--- src/rtl/slc_pkg.sv ---
package slc_pkg;

  typedef enum logic [3:0] {
    OP_ADD  = 4'd0,
    OP_SUB  = 4'd1,
    OP_AND  = 4'd2,
    OP_OR   = 4'd3,
    OP_XOR  = 4'd4,
    OP_PASS = 4'd5,
    OP_ACC  = 4'd6,
    OP_SHL  = 4'd7,
    OP_SHR  = 4'd8,
    OP_TEST = 4'd9,
    OP_NOP  = 4'd15
  } opKindT;

  typedef struct packed {
    opKindT op;
    logic   srcExt;
    logic   rdValid;
    logic   wrReg;
    logic   wrAcc;
  } ctrlStrobeT;

endpackage

--- src/rtl/slc_ctrl.sv ---
module slc_ctrl
  import slc_pkg::*;
#(
  parameter int NUM_REGS = 11,
  parameter int SEL_W    = 4
) (
  input  logic             clk,
  input  logic             rstN,
  input  logic [6:0]       func,
  input  logic [SEL_W-1:0] regSel,
  output ctrlStrobeT       strb
);

  logic selInRange;
  logic writable;

  always_comb begin
    selInRange = (int'(regSel) < NUM_REGS);
    strb       = '0;
    unique case (func[6:3])
      4'd0:    strb.op = OP_ADD;
      4'd1:    strb.op = OP_SUB;
      4'd2:    strb.op = OP_AND;
      4'd3:    strb.op = OP_OR;
      4'd4:    strb.op = OP_XOR;
      4'd5:    strb.op = OP_PASS;
      4'd6:    strb.op = OP_ACC;
      4'd7:    strb.op = OP_SHL;
      4'd8:    strb.op = OP_SHR;
      4'd9:    strb.op = OP_TEST;
      default: strb.op = OP_NOP;
    endcase
    writable     = (strb.op != OP_TEST) && (strb.op != OP_NOP);
    strb.srcExt  = func[2];
    strb.rdValid = selInRange;
    strb.wrReg   = func[0] && writable && selInRange;
    strb.wrAcc   = func[1] && writable;
  end

  // a register write strobe must never point outside the file
  p_wr_in_range_r11: assert property (@(posedge clk) disable iff (!rstN)
    strb.wrReg |-> (int'(regSel) < NUM_REGS));

endmodule

--- src/rtl/slc_slice.sv ---
module slc_slice
  import slc_pkg::*;
#(
  parameter int SLICE_W  = 2,
  parameter int NUM_REGS = 11,
  parameter int SEL_W    = 4
) (
  input  logic               clk,
  input  logic               rstN,
  input  ctrlStrobeT         strb,
  input  logic [SEL_W-1:0]   regSel,
  input  logic [SLICE_W-1:0] dIn,
  input  logic               cIn,
  input  logic               shInLo,
  input  logic               shInHi,
  output logic [SLICE_W-1:0] res,
  output logic               cOut,
  output logic               shOutHi,
  output logic               shOutLo,
  output logic               zeroFlag
);

  logic [SLICE_W-1:0] regFile [NUM_REGS];
  logic [SLICE_W-1:0] acc;
  logic [SLICE_W-1:0] operand;
  logic [SLICE_W:0]   sumAdd;
  logic [SLICE_W:0]   sumSub;

  always_comb begin
    if (strb.srcExt)       operand = dIn;
    else if (strb.rdValid) operand = regFile[regSel];
    else                   operand = '0;
  end

  always_comb begin
    sumAdd = {1'b0, acc} + {1'b0, operand} + {{SLICE_W{1'b0}}, cIn};
    sumSub = {1'b0, acc} + {1'b0, ~operand} + {{SLICE_W{1'b0}}, cIn};
    res    = '0;
    cOut   = 1'b0;
    unique case (strb.op)
      OP_ADD:  begin res = sumAdd[SLICE_W-1:0]; cOut = sumAdd[SLICE_W]; end
      OP_SUB:  begin res = sumSub[SLICE_W-1:0]; cOut = sumSub[SLICE_W]; end
      OP_AND:  res = acc & operand;
      OP_OR:   res = acc | operand;
      OP_XOR:  res = acc ^ operand;
      OP_PASS: res = operand;
      OP_ACC:  res = acc;
      OP_SHL:  res = {acc[SLICE_W-2:0], shInLo};
      OP_SHR:  res = {shInHi, acc[SLICE_W-1:1]};
      OP_TEST: res = acc & operand;
      default: res = '0;
    endcase
  end

  assign shOutHi  = acc[SLICE_W-1];
  assign shOutLo  = acc[0];
  assign zeroFlag = (res == '0);

  always_ff @(posedge clk) begin
    if (!rstN) begin
      acc <= '0;
      for (int i = 0; i < NUM_REGS; i++) regFile[i] <= '0;
    end else begin
      if (strb.wrAcc) acc <= res;
      if (strb.wrReg) regFile[regSel] <= res;
    end
  end

  // logical functions leave the carry low
  p_logic_no_carry_r4: assert property (@(posedge clk) disable iff (!rstN)
    (strb.op == OP_AND || strb.op == OP_OR || strb.op == OP_XOR) |-> !cOut);

  // accumulator keeps its value when it is not a destination
  p_acc_hold_r6: assert property (@(posedge clk) disable iff (!rstN)
    !strb.wrAcc |=> (acc == $past(acc)));

  // a bit test never changes the accumulator
  p_test_hold_r10: assert property (@(posedge clk) disable iff (!rstN)
    (strb.op == OP_TEST) |=> $stable(acc));

endmodule

--- src/rtl/bitslice_alu.sv ---
module bitslice_alu
  import slc_pkg::*;
#(
  parameter int SLICES   = 4,
  parameter int SLICE_W  = 2,
  parameter int NUM_REGS = 11,
  localparam int WORD_W  = SLICES * SLICE_W,
  localparam int SEL_W   = $clog2(NUM_REGS)
) (
  input  logic              clk,
  input  logic              rstN,
  input  logic [6:0]        func,
  input  logic [SEL_W-1:0]  regSel,
  input  logic [WORD_W-1:0] dataIn,
  input  logic              carryIn,
  input  logic              shiftInLo,
  input  logic              shiftInHi,
  output logic [WORD_W-1:0] result,
  output logic              carryOut,
  output logic              shiftOutHi,
  output logic              shiftOutLo,
  output logic              zero
);

  ctrlStrobeT        strb;
  logic [SLICES:0]   carryChain;
  logic [SLICES:0]   shUp;
  logic [SLICES:0]   shDn;
  logic [SLICES-1:0] zeroVec;

  slc_ctrl #(.NUM_REGS(NUM_REGS), .SEL_W(SEL_W)) i_ctrl (
    .clk(clk), .rstN(rstN), .func(func), .regSel(regSel), .strb(strb)
  );

  assign carryChain[0] = carryIn;
  assign shUp[0]       = shiftInLo;
  assign shDn[SLICES]  = shiftInHi;

  for (genvar g = 0; g < SLICES; g++) begin : g_slice
    slc_slice #(.SLICE_W(SLICE_W), .NUM_REGS(NUM_REGS), .SEL_W(SEL_W)) i_slice (
      .clk(clk), .rstN(rstN), .strb(strb), .regSel(regSel),
      .dIn(dataIn[g*SLICE_W +: SLICE_W]),
      .cIn(carryChain[g]),
      .shInLo(shUp[g]),
      .shInHi(shDn[g+1]),
      .res(result[g*SLICE_W +: SLICE_W]),
      .cOut(carryChain[g+1]),
      .shOutHi(shUp[g+1]),
      .shOutLo(shDn[g]),
      .zeroFlag(zeroVec[g])
    );
  end

  assign carryOut   = carryChain[SLICES];
  assign shiftOutHi = shUp[SLICES];
  assign shiftOutLo = shDn[0];
  assign zero       = &zeroVec;

  // combined zero flag agrees with the whole word
  p_zero_word_r9: assert property (@(posedge clk) disable iff (!rstN)
    zero == (result == '0));

  // unused opcodes yield a zero word
  p_nop_zero_r12: assert property (@(posedge clk) disable iff (!rstN)
    (func[6:3] >= 4'd10) |-> (result == '0));

  // passing an out-of-range register yields zero
  p_bad_sel_read_r11: assert property (@(posedge clk) disable iff (!rstN)
    (func[6:3] == 4'd5 && !func[2] && int'(regSel) >= NUM_REGS) |-> (result == '0));

endmodule

--- config.mk ---
export PLATFORM = sky130hd
export DESIGN_NAME = bitslice_alu
export DESIGN_NICKNAME = d
export VERILOG_FILES = /design/src/rtl/slc_pkg.sv /design/src/rtl/slc_ctrl.sv /design/src/rtl/slc_slice.sv /design/src/rtl/bitslice_alu.sv
export SDC_FILE = /design/constraint.sdc
export NUM_CORES = 1
export LEC_CHECK = 0
export ABC_CLOCK_PERIOD_IN_PS = 9800
export BUFFER_PORTS_ARGS = -buffer_cell sky130_fd_sc_hd__buf_2
export CAP_MARGIN = 10
export CELL_PAD_IN_SITES_DETAIL_PLACEMENT = 0
export CELL_PAD_IN_SITES_GLOBAL_PLACEMENT = 1
export CORE_ASPECT_RATIO = 1.5
export CORE_MARGIN = 2
export CORE_UTILIZATION = 48
export CTS_CLUSTER_DIAMETER = 100
export DETAILED_ROUTE_END_ITERATION = 10
export PLACE_DENSITY_LB_ADDON = 0.25
export RECOVER_POWER = 25
export SLEW_MARGIN = 5
export SYNTH_ARGS = -nofsm -noshare
export SYNTH_HDL_FRONTEND = slang
export SYNTH_SLANG_ARGS = --single-unit
export TNS_END_PERCENT = 1
--- constraint.sdc ---
create_clock -name clk -period 9.8 [get_ports clk]
set_input_delay 0.49 -clock clk [delete_from_list [all_inputs] [get_ports clk]]
set_output_delay 0.49 -clock clk [all_outputs]
set_load 0.01 [all_outputs]
==> impl_metrics.csv <==
group,metric,value,unit
run_status,outcome,"completed",
cells_and_area,layout-drive-gt1-share,13.4,%
route,post-route-drc-count,0,
route,vias_per_cell,5.99,
global_route,overflow,0,
clock_tree,cts_resized,0,
clock_tree,cts_tree,"built",
logic_synthesis,synth_seq_area_share,46.4,%
clock_tree,cts.clk_slew.worst_paths,0.07,ns
setup_path,cp_common_cell,"fa_1",
setup_path,arrival,8.11,ns
sta,final_hold_viol_count,0,
global_route,grt_pass1_wl,24.5,mm
setup_path,r2r_slack,2.64,ns
clock_tree,htreeDepth,3,
logic_synthesis,synth_edf_count,80,
setup_path,required,9.31,ns
sta,relSlewSlack,13.5,%
route,dr.pass1.iters,5,
floorplanning,core_area,12000,sq um
setup_path,end_kind,"output pin",
logic_synthesis,synth.avg_cell_area,10.4,sq um
logic_synthesis,synth_warnings,0,
logic_synthesis,synth_most_common_cell,"nor2_1",
sta,skew,0.00809,ns
global_route,grt_pass1_vias,4497,
floorplanning,dieArea,13100,sq um
logic_synthesis,synth.top_cell.area_share,41.0,%
setup_path,cp_slowest_cell,"buf_2",
power,leakagePower,2.49,nW
clock_tree,clock-sinks,96,
cells_and_area,finish.instance_area,6390,sq um
logic_synthesis,ys.flop_type,"edfxtp_1",
setup_path,cp_slowest_stage_delay,0.70,ns
logic_synthesis,synth_fp_nets,620,
cells_and_area,n_antenna_cell,0,
logic_synthesis,synth_common_cells,"nor2_1, edfxtp_1, mux2i_1, nand2_1, inv_1",
cells_and_area,area_delta_synth_final,9.01,%
power,power.density,151,nW/um^2
placed_design,place_congestion,0.887,
sta,rsz0062_at_grt,"no",
floorplanning,die_h,139,um
route,vias,4418,
floorplanning,start_util,49.0,%
logic_synthesis,synthCells,564,
setup_path,worst-setup-path-type,"in -> out",
flow_run,cap_violations,0,
global_route,grtUsageTotal,25.0,%
placed_design,hpwl,11.5,mm
placed_design,port_buffers,35,
route,post_drt_wl_per_cell,21.3,um
floorplanning,pin_count,36,
global_route,grt_max_degree,33,
clock_tree,clk_path_buf_depth,2,
logic_synthesis,synth_top_area_cell,"edfxtp_1",
floorplanning,die_x,94.2,um
route,drt-initial-drc-count,309,
sta,setup_violations,0,
setup_path,critPathLaunchType,"input port",
route,drt_wl_total,15.7,mm
sta,fmax,0.116,GHz
placed_design,placed_area,6120,sq um
route,antenna_left,0,
sta,maxSlewViolCount,0,
logic_synthesis,synth_area,5860,sq um
logic_synthesis,synthArstFlopShare,0,%
floorplanning,num_rows,49,
logic_synthesis,synthTopCellsByArea,"edfxtp_1, nor2_1, mux2i_1, dfxtp_1, fa_1",
clock_tree,holdBufCountCts,0,
logic_synthesis,synth_seq_cells,96,
clock_tree,cts_made_buffers,9,
sta,min_period_over_period,87.8,%
clock_tree,cts_root_buf,"clkbuf_16",
clock_tree,cts_setup_buffers,0,
setup_path,critPathMaxFanout,32,
sta,fin_setup_tns,0,ns
sta,period_needed,8.60,ns
power,ir_drop,0.000113,V
logic_synthesis,yosysUniqueCellTypes,59,
cells_and_area,fin_nets,635,
worst_hold_path,hold_path.class,"reg -> reg",
global_route,grt_antenna_before_repair,0,
sta,worst_slew_pin_slew,1.30,ns
clock_tree,clock_latency,0.34,ns
-- state kept, by name (all words and copies together) (netlist names) --
name                     flops
g_slice.i_slice.regFile     88
g_slice.i_slice.acc          8
-- placed cells by master (no fill, tap or decap), types with 4 or more instances in the layout --
cell	n
dfxtp_1	16
a21oi_1	17
clkbuf_16	9
nor2b_1	11
ha_1	16
a21boi_1	5
o21ai_0	11
inv_1	34
mux2_2	9
a22oi_1	7
a211oi_1	17
mux2i_1	43
mux4_2	4
fa_1	16
nor2_1	116
clkinvlp_4	4
o22ai_1	10
nand2b_1	4
nand2_1	36
nand3_1	14
buf_2	32
o221ai_1	4
edfxtp_1	80
buf_4	9
-- worst max-delay path: cells and delay by family --
family | cells | cell delay [ns]
and+or+nand+nor | 6 | 1.17
buffers and inverters | 3 | 0.96
adders and majority gates | 8 | 3.15
AOI/OAI and AO/OA | 9 | 1.94
muxes | 1 | 0.35
-- routing by layer --
layer	global-route usage [%]	vias up	wire [um]
li1	-	2038	-
met1	29.2	2160	5720
met2	44.1	177	8470
met3	3.52	43	802
met4	12.3	0	688
met5	0	-	0
-- metrics by stage --
stage	power, mW	cells	hold slack, ns	util (%)	setup slack, ns
floorplan	0.587	564	0.478	-	2.62
global route	1.00	737	0.538	53.4	0.844
CTS	0.973	737	0.506	53.5	1.27
global placement	0.642	721	0.489	51.2	1.42
detailed placement	0.645	721	0.497	51.2	1.28
finish	0.967	737	0.506	53.4	1.20
-- power breakdown --
group	switching, mW	internal, mW	total [mW]
Sequential	0.00879	0.455	0.464
Combinational	0.112	0.0620	0.174
Clock	0.151	0.179	0.330
-- cells by family (layout without fill, tap and decap cells) --
logic type / count (synthesis) / count (layout) / synth area share [%]
flops: 96 / 96 / 46.4
mux: 57 / 57 / 11.0
simple gates: 203 / 203 / 15.4
buf+inv: 74 / 94 / 5.55
fa+ha+maj: 32 / 32 / 8.88
compound gates: 102 / 102 / 12.7
-- area by class of cell --
cell class	instances	area, sq um
Sequential cell	96	2720
Timing Repair Buffer	44	239
Clock buffer	10	239
Clock inverter	6	43.8
Fill cell	1090	5570
Multi-Input combinational cell	394	2830
Tap cell	153	191
Inverter	34	128
-- path summary, 6_finish.rpt --
check        depth (start not counted)                           endpoint                              start
max                                 27                               zero                          regSel[0]
min                                  2  g_slice[3].i_slice.regFile[10][1]  g_slice[3].i_slice.regFile[10][1]
max reg2reg                         27   g_slice[3].i_slice.regFile[2][1]   g_slice[0].i_slice.regFile[7][0]
min reg2reg                          2  g_slice[3].i_slice.regFile[10][1]  g_slice[3].i_slice.regFile[10][1]
Note: power is estimated with default switching activity, not from simulation.
